### config.mk
export PLATFORM = sky130hd
export DESIGN_NAME = spec_gate
export DESIGN_NICKNAME = d
export VERILOG_FILES = /design/src/rtl/spec_gate_pkg.sv /design/src/rtl/spec_gate_fifo.sv /design/src/rtl/spec_gate_ctrl.sv /design/src/rtl/spec_gate_admit.sv /design/src/rtl/spec_gate.sv
export SDC_FILE = /design/constraint.sdc
export NUM_CORES = 1
export LEC_CHECK = 0
export BUFFER_PORTS_ARGS = -buffer_cell sky130_fd_sc_hd__buf_2
export CAP_MARGIN = 20
export CORE_MARGIN = 5
export CORE_UTILIZATION = 60
export DETAILED_ROUTE_END_ITERATION = 8
export GPL_TIMING_DRIVEN = 0
export PLACE_DENSITY = 0.89
export SYNTH_ARGS = -nofsm -noshare
export SYNTH_HDL_FRONTEND = slang
export SYNTH_HIERARCHICAL = 1
export SYNTH_SLANG_ARGS = --single-unit
export TNS_END_PERCENT = 5
### constraint.sdc
create_clock -name clk -period 3.6 [get_ports clk]
set_input_delay 0.54 -clock clk [delete_from_list [all_inputs] [get_ports clk]]
set_output_delay 0.54 -clock clk [all_outputs]
set_load 0.02 [all_outputs]
### src/rtl/spec_gate_pkg.sv
`timescale 1ns/1ps
package spec_gate_pkg;
  typedef enum logic [1:0] {
    CLS_OTHER = 2'd0,
    CLS_LOAD  = 2'd1,
    CLS_STORE = 2'd2,
    CLS_FAULT = 2'd3
  } uop_cls_t;

  typedef enum logic [1:0] {
    ST_IDLE  = 2'd0,
    ST_SPEC  = 2'd1,
    ST_DRAIN = 2'd2
  } gate_state_t;
endpackage

### src/rtl/spec_gate_fifo.sv
`timescale 1ns/1ps
// Ordered holding queue with a single-cycle flush; storage has no reset.
module spec_gate_fifo #(
  parameter int W     = 8,
  parameter int DEPTH = 8,
  localparam int AW   = (DEPTH > 1) ? $clog2(DEPTH) : 1,
  localparam int CW   = $clog2(DEPTH + 1)
) (
  input  logic          clk,
  input  logic          rst,
  input  logic          flush,
  input  logic          push,
  input  logic [W-1:0]  wdata,
  input  logic          pop,
  output logic [W-1:0]  rdata,
  output logic          full,
  output logic          empty,
  output logic [CW-1:0] count
);
  logic [W-1:0]  mem [DEPTH];
  logic [AW-1:0] wptr, rptr;
  logic          do_push, do_pop;

  function automatic logic [AW-1:0] nxt(input logic [AW-1:0] p);
    return (p == AW'(DEPTH - 1)) ? '0 : p + 1'b1;
  endfunction

  assign full    = (count == CW'(DEPTH));
  assign empty   = (count == '0);
  assign do_push = push && !full;
  assign do_pop  = pop && !empty;
  assign rdata   = mem[rptr];

  always_ff @(posedge clk) begin
    if (do_push) mem[wptr] <= wdata;
  end

  always_ff @(posedge clk) begin
    if (rst || flush) begin
      wptr  <= '0;
      rptr  <= '0;
      count <= '0;
    end else begin
      if (do_push) wptr <= nxt(wptr);
      if (do_pop)  rptr <= nxt(rptr);
      count <= count + CW'(do_push) - CW'(do_pop);
    end
  end
endmodule

### src/rtl/spec_gate_ctrl.sv
`timescale 1ns/1ps
// Path state: closed, open, or draining after a commit.
module spec_gate_ctrl
  import spec_gate_pkg::*;
#(
  parameter int PW = 8
) (
  input  logic          clk,
  input  logic          rst,
  input  logic          spec_req,
  input  logic [PW-1:0] pred_prob,
  input  logic [PW-1:0] cfg_thr,
  input  logic          res_valid,
  input  logic          res_taken,
  input  logic          bufs_empty,
  output gate_state_t   state
);
  gate_state_t nxt_state;

  always_comb begin
    nxt_state = state;
    unique case (state)
      ST_IDLE:  if (spec_req && (pred_prob > cfg_thr)) nxt_state = ST_SPEC;
      ST_SPEC:  if (res_valid) nxt_state = res_taken ? ST_DRAIN : ST_IDLE;
      ST_DRAIN: if (bufs_empty) nxt_state = ST_IDLE;
      default:  nxt_state = ST_IDLE;
    endcase
  end

  always_ff @(posedge clk) begin
    if (rst) state <= ST_IDLE;
    else     state <= nxt_state;
  end
endmodule

### src/rtl/spec_gate_admit.sv
`timescale 1ns/1ps
// Classifies an incoming micro-op against the open path and the buffer fill.
module spec_gate_admit
  import spec_gate_pkg::*;
(
  input  gate_state_t state,
  input  logic        res_valid,
  input  logic        in_valid,
  input  logic        in_spec,
  input  logic [1:0]  in_cls,
  input  logic        in_hit,
  input  logic        sb_full,
  input  logic        rq_full,
  output logic        in_ready,
  output logic        is_spec,
  output logic        sb_push,
  output logic        rq_push,
  output logic        pass
);
  uop_cls_t cls;
  logic     want_sb, want_rq, acc;

  always_comb begin
    cls      = uop_cls_t'(in_cls);
    is_spec  = in_spec && (state == ST_SPEC);
    want_sb  = is_spec && (cls == CLS_STORE);
    want_rq  = is_spec && ((cls == CLS_FAULT) || ((cls == CLS_LOAD) && !in_hit));
    in_ready = (state != ST_DRAIN)
            && !((state == ST_SPEC) && res_valid)
            && !(want_sb && sb_full)
            && !(want_rq && rq_full);
    acc      = in_valid && in_ready;
    sb_push  = acc && want_sb;
    rq_push  = acc && want_rq;
    pass     = acc && !want_sb && !want_rq;
  end
endmodule

### src/rtl/spec_gate.sv
`timescale 1ns/1ps
module spec_gate
  import spec_gate_pkg::*;
#(
  parameter int PW       = 8,
  parameter int IDW      = 6,
  parameter int SB_DEPTH = 8,
  parameter int RQ_DEPTH = 8,
  localparam int SBCW    = $clog2(SB_DEPTH + 1),
  localparam int RQCW    = $clog2(RQ_DEPTH + 1),
  localparam int RQW     = IDW + 2
) (
  input  logic           clk,
  input  logic           rst,
  input  logic [PW-1:0]  cfg_thr,
  input  logic           spec_req,
  input  logic [PW-1:0]  pred_prob,
  input  logic           res_valid,
  input  logic           res_taken,
  input  logic           in_valid,
  output logic           in_ready,
  input  logic           in_spec,
  input  logic [1:0]     in_cls,
  input  logic [IDW-1:0] in_id,
  input  logic           in_hit,
  output logic           out_valid,
  output logic [1:0]     out_cls,
  output logic [IDW-1:0] out_id,
  output logic           out_spec,
  output logic           out_replay,
  output logic           st_valid,
  output logic [IDW-1:0] st_id,
  output logic           spec_active
);
  gate_state_t     state_q;
  logic            is_spec, sb_push, rq_push, pass;
  logic            sb_full, sb_empty, rq_full, rq_empty;
  logic [SBCW-1:0] sb_cnt;
  logic [RQCW-1:0] rq_cnt;
  logic [IDW-1:0]  sb_rdata;
  logic [RQW-1:0]  rq_rdata;
  logic            squash, draining, sb_pop, rq_pop;

  assign squash      = (state_q == ST_SPEC) && res_valid && !res_taken;
  assign draining    = (state_q == ST_DRAIN);
  assign sb_pop      = draining && !sb_empty;
  assign rq_pop      = draining && !rq_empty;
  assign spec_active = (state_q == ST_SPEC);

  spec_gate_ctrl #(.PW(PW)) u_ctrl (
    .clk(clk), .rst(rst), .spec_req(spec_req), .pred_prob(pred_prob),
    .cfg_thr(cfg_thr), .res_valid(res_valid), .res_taken(res_taken),
    .bufs_empty(sb_empty && rq_empty), .state(state_q)
  );

  spec_gate_admit u_admit (
    .state(state_q), .res_valid(res_valid), .in_valid(in_valid),
    .in_spec(in_spec), .in_cls(in_cls), .in_hit(in_hit),
    .sb_full(sb_full), .rq_full(rq_full), .in_ready(in_ready),
    .is_spec(is_spec), .sb_push(sb_push), .rq_push(rq_push), .pass(pass)
  );

  spec_gate_fifo #(.W(IDW), .DEPTH(SB_DEPTH)) u_store_buf (
    .clk(clk), .rst(rst), .flush(squash), .push(sb_push), .wdata(in_id),
    .pop(sb_pop), .rdata(sb_rdata), .full(sb_full), .empty(sb_empty),
    .count(sb_cnt)
  );

  spec_gate_fifo #(.W(RQW), .DEPTH(RQ_DEPTH)) u_park_q (
    .clk(clk), .rst(rst), .flush(squash), .push(rq_push),
    .wdata({in_cls, in_id}), .pop(rq_pop), .rdata(rq_rdata),
    .full(rq_full), .empty(rq_empty), .count(rq_cnt)
  );

  always_ff @(posedge clk) begin
    if (rst) begin
      out_valid  <= 1'b0;
      out_replay <= 1'b0;
      out_spec   <= 1'b0;
      out_cls    <= '0;
      out_id     <= '0;
      st_valid   <= 1'b0;
      st_id      <= '0;
    end else begin
      out_valid  <= pass || rq_pop;
      out_replay <= rq_pop;
      out_spec   <= pass && is_spec;
      out_cls    <= rq_pop ? rq_rdata[IDW +: 2] : in_cls;
      out_id     <= rq_pop ? rq_rdata[IDW-1:0] : in_id;
      st_valid   <= sb_pop;
      st_id      <= sb_rdata;
    end
  end
endmodule

==> results.rst, run 1 <==
.. list-table::
   :header-rows: 1

   * - Metric
     - Value
   * - Crit-path max cell delay
     - ~500 ps
   * - Vias per Instance
     - 6.04
   * - CTS tree
     - yes
   * - Number of gates given a new drive strength after cts
     - 0
   * - Number of buffers added for setup after CTS
     - 0
   * - Switch Pwr
     - approximately 0.78 mW
   * - Number of rows in the core area
     - 38
   * - Horizontal extent of the die
     - approximately 120 um
   * - Relative area change from synthesis to final layout
     - 15.9%
   * - Number of global-route vias before repair
     - about 4,000
   * - Worst-margin pin slew
     - around 1100 ps
   * - Leak
     - between 2 and 3 nW
   * - Cell variety after synth
     - 46
   * - Cell count after synthesis
     - 435
   * - Antenna violations before repair
     - 0
   * - Global routing met1 resource utilization
     - 0.295
   * - Hold depth
     - 3
   * - Multi-input combinational cell area
     - ~0.0023 mm2
   * - Unrepaired setup endpoints after global routing
     - false
   * - Vertical extent of the die
     - approximately 120 um
   * - Switch share
     - 0.199
   * - Average footprint of a synthesized cell
     - approximately 16 um2
   * - Max-slew violation total from the final report
     - 0
   * - Internal power contribution
     - around 3.1 mW
   * - Largest cells by area after synthesis
     - sky130_fd_sc_hd__edfxtp_1 (49%), sky130_fd_sc_hd__dfxtp_1 (14%), sky130_fd_sc_hd__mux4_1 (11%)
   * - Share of power burned in the clock network
     - 0.464
   * - Critical-path maximum fanout
     - 13
   * - Setup Crit Path Kind
     - flop to flop
   * - Via count
     - roughly 4,000
   * - Sort of element at the start of the critical path
     - flop
   * - Starting density of the core
     - 0.619
   * - CP top delay family
     - adder cells
   * - Count of inserted antenna diode cells
     - 0
   * - Hold buffer count at CTS
     - 0
   * - Drt first pass iters
     - 4
   * - TritonCTS buffer count
     - 17
   * - Final-stage net count
     - 573
   * - FF+latch count, synth
     - between 150 and 200
   * - Drt initial violations
     - roughly 320
   * - Fillers
     - 655
   * - Routability cong.
     - around 0.8
   * - Slowest stage cell, crit path
     - sky130_fd_sc_hd__or3b_2
   * - Number of I/O port buffers
     - 51
   * - Most Used Layer, Global Route
     - met2
   * - H-tree depth reported by CTS
     - 4
   * - Global-route wire length before repair
     - between 20 and 25 mm
   * - Setup_tns
     - 0 ps
   * - Relative contribution of sequential cells to total power
     - 0.503
   * - Maxcap violations
     - 0
   * - Post-synthesis sequential area ratio
     - 0.630
   * - Ratio of cells with drive above 1 in the final layout
     - 0.235
   * - Reg2reg path depth
     - 14
   * - Share of Yosys cell area claimed by the top area cell type
     - 0.494
   * - Number of sinks handled by clock tree synthesis
     - 158
   * - Maximum frequency from static timing analysis
     - ~0.35 GHz
   * - Final Hold Violating Endpoints
     - 0
   * - Outcome
     - complete, no violations
   * - Drt drc
     - 0
   * - Power per cell area
     - a little under 500 mW/mm2
   * - Sequential cell area
     - roughly 0.0043 mm2
   * - Share of the cycle needed by the critical path after routing
     - 0.802
   * - Clock tree skew after final layout
     - roughly 7.6 ps
   * - Met3 routing resource usage after global routing
     - 0.0601
   * - Minimum period implied by the final worst setup slack
     - ~2900 ps
   * - Hold Path End
     - u_ctrl/state[1]
   * - Origin of the critical flop-to-flop path
     - u_park_q/count[2]
   * - Residual overflow from global routing
     - 0
   * - Class of the worst hold path
     - input port to flop
   * - Kind of end point of the critical path
     - flop
   * - Top cell type by total area after synthesis
     - sky130_fd_sc_hd__edfxtp_1
   * - Worst-Skew Late Latency
     - ~420 ps
   * - Synth Warn #
     - 6
   * - Core region area
     - roughly 0.011 mm2
   * - DRT antenna net count
     - 0
   * - Met2 Use GR
     - 0.367
   * - Pin count of the biggest net entering global routing
     - 20
   * - Data arrival time of the critical path
     - 3230 ps
   * - Net Count, Synth
     - ~500
   * - IR drop worst, VDD
     - between 400 and 500 uV
   * - Final wirelength
     - 13.9 mm
   * - Post-CTS clock slew at the launch and capture registers of the worst setup and hold paths
     - about 60 ps
   * - Cell-by-cell listing of the critical path
     - inv_1 > ha_1 > or3b_2 > inv_1 > nor3b_2 > buf_6 > and2_1 > ha_1 > inv_1 > ha_1 > inv_1 > fa_1 > xor2_1 > nor3_1
   * - Worst path required time
     - roughly 4000 ps
   * - Summed instance area of the synthesized netlist
     - between 0.006 and 0.007 mm2
   * - Buf+Inv Stages, Crit Path
     - 5
   * - Fraction of power consumed by combinational cells
     - 0.034
   * - Register-to-register path setup slack
     - roughly 710 ps
   * - HPWL after DPL
     - around 9.1 mm
   * - Top-level port count
     - 52
   * - Final core utilization
     - 0.718
   * - Worst R2R End
     - u_park_q/count[2]
   * - Total routing usage reported by global routing
     - 0.227
   * - Die Outline Area
     - 0.0136 mm2
   * - Setup violators final
     - 0
   * - Cell repeated most along the worst path
     - sky130_fd_sc_hd__inv_1
   * - Worst Hold Launch
     - res_taken
   * - Average wire length per cell after detail routing
     - around 21 um
   * - CTS root buffer
     - sky130_fd_sc_hd__clkbuf_16
   * - Max-Slew Margin vs Limit
     - 0.253
   * - Maximum count of clock buffers along a single path
     - 2
[worst max-delay path by stage]
| stage | depth (start not counted) | from | end |
|---|---|---|---|
| floorplan | 14 | u_park_q/count[2] | u_park_q/count[2] |
| global placement | 7 | in_spec | u_park_q/mem[0][5] |
| CTS | 14 | u_park_q/count[2] | u_park_q/count[2] |
| detailed placement | 6 | in_cls[1] | u_store_buf/mem[1][0] |
| finish | 14 | u_park_q/count[2] | u_park_q/count[2] |
| global route | 7 | u_ctrl/state[0] | u_park_q/mem[6][6] |
[area by class of cell]
class	count	area share
Buffer	14	0.0130
Multi-Input combinational cell	238	0.296
Tap cell	140	0.0222
Sequential cell	158	0.544
Clock buffer	21	0.0584
Clock inverter	11	0.0179
Inverter	25	0.0119
Timing Repair Buffer	57	0.0368
[metal layers]
metal  up-vias  part of all wire
met5         -                 0
met4         0             0.022
met3        26             0.081
met2       192              0.50
met1      1972              0.40
li1       1821                 -
[synthesized netlist by cell type, drive strengths merged]
library cell    n
o21ba           1
or2b            1
a311oi          1
o211ai          1
nor2           14
or3             2
o21ai          10
xor2            2
and3b           2
a21oi           7
o211a           1
buf            11
o21a            1
clkbuf          3
nor3b           1
nor4b           2
nand2          26
nand4           8
dfxtp          46
and2b           1
nor2b           8
ha             28
nand4b          1
fa              2
or3b            5
and4            1
mux2           14
and2            5
inv            25
nor4            2
nand3b          2
mux2i          16
nand2b         22
mux4           28
nand3           3
a21o            4
nor3           16
edfxtp        112
[kinds of logic (layout without fill, tap and decap cells)]
group,after synthesis,after routing,synth area share
compound gates,26,26,0.0243
simple gates,122,122,0.102
buf+inv,39,128,0.0289
flops,158,158,0.630
xor+xnor,2,2,0.00258
mux,58,58,0.155
fa+ha+maj,30,30,0.0574
[tightest hold or removal path, stage by stage]
cell	delay [ps]
sky130_fd_sc_hd__buf_2	100
sky130_fd_sc_hd__nand4b_1	80
sky130_fd_sc_hd__a21oi_1	60
[flip-flops by register name, summed over array words and instances (netlist names), named ones only]
name               count
u_store_buf/rptr       3
st_valid               1
u_park_q/count         4
u_park_q/mem          64
u_store_buf/mem       48
out_replay             1
u_park_q/rptr          3
u_ctrl/state           2
out_valid              1
out_cls                2
u_store_buf/wptr       3
u_park_q/wptr          3
st_id                  6
u_store_buf/count      4
out_id                 6
out_spec               1
[metrics by stage]
stage / hold slack, ps / instance area (um2) / total power, mW / cells / setup slack [ps]
6_report: 417 / 7880 / 3.90 / 664 / 711
3_3_place_gp: 488 / 7230 / 2.12 / 626 / 372
5_1_grt: 412 / 7880 / 4.03 / 664 / 509
2_1_floorplan: 463 / 6800 / 2.06 / 435 / 976
4_1_cts: 398 / 7880 / 3.92 / 663 / 695
3_5_place_dp: 502 / 7270 / 2.13 / 631 / 683
[power by group through the flow]
stage	combinational, mW	clock [mW]	sequential (mW)
detailed placement	0.131	0	2.00
CTS	0.132	1.83	1.96
global placement	0.121	0	2.00
floorplan	0.0544	0	2.01
global route	0.145	1.93	1.96
finish	0.131	1.81	1.96
[layout by cell type (no fill, tap or decap), types with 3 or more instances in the layout]
cell	Yosys	layout
sky130_fd_sc_hd__inv_1	25	25
sky130_fd_sc_hd__and2_1	5	5
sky130_fd_sc_hd__buf_6	4	4
sky130_fd_sc_hd__ha_1	28	28
sky130_fd_sc_hd__nor2_1	14	14
sky130_fd_sc_hd__mux2_2	14	14
sky130_fd_sc_hd__edfxtp_1	112	112
sky130_fd_sc_hd__or3b_2	4	4
sky130_fd_sc_hd__clkinv_2	0	4
sky130_fd_sc_hd__mux4_1	28	28
sky130_fd_sc_hd__nand4_1	8	8
sky130_fd_sc_hd__nand2_1	25	25
sky130_fd_sc_hd__a21o_1	4	4
sky130_fd_sc_hd__a21oi_1	7	7
sky130_fd_sc_hd__buf_1	3	3
sky130_fd_sc_hd__nor2b_1	8	8
sky130_fd_sc_hd__clkinvlp_4	0	3
sky130_fd_sc_hd__nor3_1	16	15
sky130_fd_sc_hd__mux2i_1	16	16
sky130_fd_sc_hd__o21ai_0	8	8
sky130_fd_sc_hd__buf_2	3	58
sky130_fd_sc_hd__bufinv_16	0	3
sky130_fd_sc_hd__nand2b_1	20	20
sky130_fd_sc_hd__clkbuf_16	0	17
sky130_fd_sc_hd__dfxtp_1	46	46
sky130_fd_sc_hd__nand3_1	3	3
sky130_fd_sc_hd__clkbuf_1	3	5
Power figures use the tool's default switching activity.
==> run 2, diff against run 1 <==
--- a/config.mk
+++ b/config.mk
@@ -8,10 +8,10 @@
 export BUFFER_PORTS_ARGS = -buffer_cell sky130_fd_sc_hd__buf_2
 export CAP_MARGIN = 20
 export CORE_MARGIN = 5
-export CORE_UTILIZATION = 60
+export CORE_UTILIZATION = 54
 export DETAILED_ROUTE_END_ITERATION = 8
 export GPL_TIMING_DRIVEN = 0
-export PLACE_DENSITY = 0.89
+export PLACE_DENSITY = 0.85
 export SYNTH_ARGS = -nofsm -noshare
 export SYNTH_HDL_FRONTEND = slang
 export SYNTH_HIERARCHICAL = 1
==> constraint.sdc (replaced) <==
create_clock -name clk -period 2.5 [get_ports clk]
set_input_delay 0.375 -clock clk [delete_from_list [all_inputs] [get_ports clk]]
set_output_delay 0.375 -clock clk [all_outputs]
set_load 0.02 [all_outputs]
==> run 2 against run 1 <==
Net effect:
- the flow now finishes with violations (setup timing)
- fmax rose by 15%
- cell area rose by 3.3%
- sequential share of layout area fell by 1.7 points
- clock power rose by 43%
- die area rose by 10%
- hold slack got worse by 160 ps
- critical path depth fell by 7
- critical endpoint is now u_park_q/mem[3][0]
- highest routed layer unchanged
- global-route usage fell by 3.0 points
- first-iteration DRC count rose by 9.3%
- clock skew rose by 2.3 ps
==> results.rst, run 2 (same netlist as run 1, synthesis figures left out) <==
.. list-table::
   :header-rows: 1

   * - Metric
     - Value
   * - Outcome
     - complete, but fails checks
   * - Violations in the final reports
     - setup timing
   * - Number of sinks handled by clock tree synthesis
     - around 160
   * - Data arrival time of the critical path
     - 2530 ps
   * - Internal power contribution
     - between 4 and 5 mW
   * - Drt drc
     - 0
   * - Post-route insts no fill
     - 710
   * - Buf+Inv Stages, Crit Path
     - 2
   * - Setup violators final
     - 1
   * - CTS tree
     - yes
   * - Final-stage net count
     - 587
   * - Final hold slack
     - between 200 and 300 ps
   * - Antenna violations before repair
     - 0
   * - Setup Crit Path Kind
     - flop to flop
   * - Commonest cells after routing, fill and taps aside
     - sky130_fd_sc_hd__edfxtp_1 (112), sky130_fd_sc_hd__buf_2 (58), sky130_fd_sc_hd__dfxtp_1 (42), sky130_fd_sc_hd__mux4_1 (28), sky130_fd_sc_hd__ha_1 (25)
   * - Residual overflow from global routing
     - 0
   * - Max-slew violation total from the final report
     - 0
   * - Switch Pwr
     - approximately 1.1 mW
   * - Via count
     - roughly 4,000
   * - Worst-margin pin slew
     - about 870 ps
   * - Pin count of the biggest net entering global routing
     - 20
   * - Crit-path max cell delay
     - approximately 760 ps
   * - Share of power burned in the clock network
     - 0.461
   * - Drt initial violations
     - 353
   * - Vias per Instance
     - roughly 5.6
   * - PnR worst setup slack
     - -1.69 ps
   * - Die Outline Area
     - 0.0149 mm2
   * - Maxcap violations
     - 0
   * - Cell-by-cell listing of the critical path
     - inv_2 > ha_1 > or3b_2 > inv_1 > nor3_2 > nand3_1 > nor2_1
   * - Post-CTS clock slew at the launch and capture registers of the worst setup and hold paths
     - 60 ps
   * - Post-placement setup slack
     - -336 ps
   * - Register with the most flip-flops
     - u_park_q/mem
   * - Total design power
     - ~5.6 mW
   * - Number of rows in the core area
     - 41
   * - Ratio of cells with drive above 1 in the final layout
     - 0.309
   * - Class of the worst hold path
     - input port to flop
   * - Worst path required time
     - 2530 ps
   * - Number of global-route vias before repair
     - between 4,000 and 5,000
   * - Switch share
     - 0.200
   * - CTS root buffer
     - sky130_fd_sc_hd__clkbuf_16
   * - Number of cells in the design after placement
     - roughly 660
   * - Core region area
     - between 0.01 and 0.015 mm2
   * - Leading registers by flop count
     - u_park_q/mem x64, u_store_buf/mem x48
   * - Final core utilization
     - 0.653
   * - H-tree depth reported by CTS
     - 4
   * - Final design instance area without fill
     - about 0.0081 mm2
   * - Unrepaired setup endpoints after global routing
     - true
   * - HPWL after DPL
     - 8.96 mm
   * - Routability cong.
     - 0.772
   * - Top-level port count
     - 52
   * - Slowest stage cell, crit path
     - sky130_fd_sc_hd__nor2_1
   * - Maximum count of clock buffers along a single path
     - 2
   * - Power per cell area
     - just under 700 mW/mm2
   * - Share of the cycle needed by the critical path after routing
     - 1.00
   * - Sort of element at the start of the critical path
     - flop
   * - Fillers
     - roughly 830
   * - Critical-path maximum fanout
     - 8
   * - Flip-flop count of the largest register after layout
     - between 60 and 70
   * - Fraction of power consumed by combinational cells
     - 0.035
   * - Vertical extent of the die
     - about 120 um
   * - Leak
     - ~3 nW
   * - Drt first pass iters
     - 5
   * - IR drop worst, VDD
     - slightly below 500 uV
   * - Relative area change from synthesis to final layout
     - 19.7%
   * - Register-to-register path setup slack
     - -2 ps
   * - Number of I/O port buffers
     - 51
   * - Final wirelength
     - between 10 and 15 mm
   * - Most common cell after layout, fill and taps aside
     - sky130_fd_sc_hd__edfxtp_1
   * - Count of inserted antenna diode cells
     - 0
   * - Clock tree skew after final layout
     - about 9.8 ps
   * - Post-detailed-placement cell area
     - ~0.0073 mm2
   * - Minimum period implied by the final worst setup slack
     - around 2500 ps
   * - DRT antenna net count
     - 0
   * - Total routing usage reported by global routing
     - 0.196
   * - Maximum frequency from static timing analysis
     - 0.400 GHz
   * - Horizontal extent of the die
     - about 120 um
   * - TritonCTS buffer count
     - 17
   * - Worst-Skew Late Latency
     - about 420 ps
   * - Average wire length per cell after detail routing
     - between 20 and 25 um
   * - Max-Slew Margin vs Limit
     - 0.418
   * - Relative contribution of sequential cells to total power
     - 0.504
   * - Global-route wire length before repair
     - approximately 22 mm
   * - CP top delay family
     - simple AND/OR/NAND/NOR gates
   * - Setup_tns
     - -1.69 ps
   * - Kind of end point of the critical path
     - flop
   * - Hold buffer count at CTS
     - 0
   * - Final Hold Violating Endpoints
     - 0
   * - Starting density of the core
     - 0.546
==> run 2: changes by cell type in the layout (fill, tap and decap cells not counted), moves of 4 or more <==
cell | before | now
sky130_fd_sc_hd__inv_2 | 0 | 4
sky130_fd_sc_hd__dfxtp_2 | 0 | 4
sky130_fd_sc_hd__nor3_2 | 1 | 7
sky130_fd_sc_hd__buf_4 | 2 | 16
sky130_fd_sc_hd__dfxtp_1 | 46 | 42
sky130_fd_sc_hd__nor3_1 | 15 | 7
sky130_fd_sc_hd__inv_1 | 25 | 19
==> run 2: final timing paths <==
path | startpoint | to | depth (start not counted)
setup / recovery | u_park_q/count[2] | u_park_q/mem[3][0] | 7
hold / removal | res_taken | u_ctrl/state[1] | 3
setup reg to reg | u_park_q/count[2] | u_park_q/mem[3][0] | 7
hold reg to reg | u_park_q/rptr[2] | u_park_q/rptr[2] | 2
==> run 2: final cells by class <==
class	instances	area [um2]	area share
Multi-Input combinational cell	238	2450	0.301
Tap cell	172	215	0.0264
Sequential cell	158	4290	0.527
Clock buffer	22	454	0.0558
Timing Repair Buffer	71	395	0.0486
Clock inverter	10	135	0.0166
Inverter	25	98.8	0.0121
Buffer	14	103	0.0126
==> run 2: power by group through the flow <==
| stage | Sequential, mW | Combinational (mW) | Clock (mW) |
|---|---|---|---|
| global route | 2.82 | 0.216 | 2.74 |
| detailed placement | 2.88 | 0.188 | 0 |
| floorplan | 2.89 | 0.0785 | 0 |
| global placement | 2.88 | 0.176 | 0 |
| CTS | 2.82 | 0.193 | 2.62 |
| finish | 2.82 | 0.195 | 2.59 |
==> run 2: per-layer routing <==
metal / track usage / up-vias / part of all wire
met3: 0.0548 / 17 / 0.069
met5: 0 / - / 0
li1: - / 1849 / -
met4: 0.0721 / 0 / 0.016
met2: 0.332 / 160 / 0.52
met1: 0.242 / 1982 / 0.40
==> run 2: worst register-to-register path: cells and delay by family, from the launching register on <==
kind	cells	cell delay (ps)
buffers and inverters	2	110
and+or+nand+nor	4	1490
adders and majority gates	1	190
DFF	1	320
==> run 2: what timing repair did <==
item	in CTS	in global routing
endpoints found under the setup margin	84	58
setup buffers	3	11
pin swaps	3	5
gates resized for setup	15	23
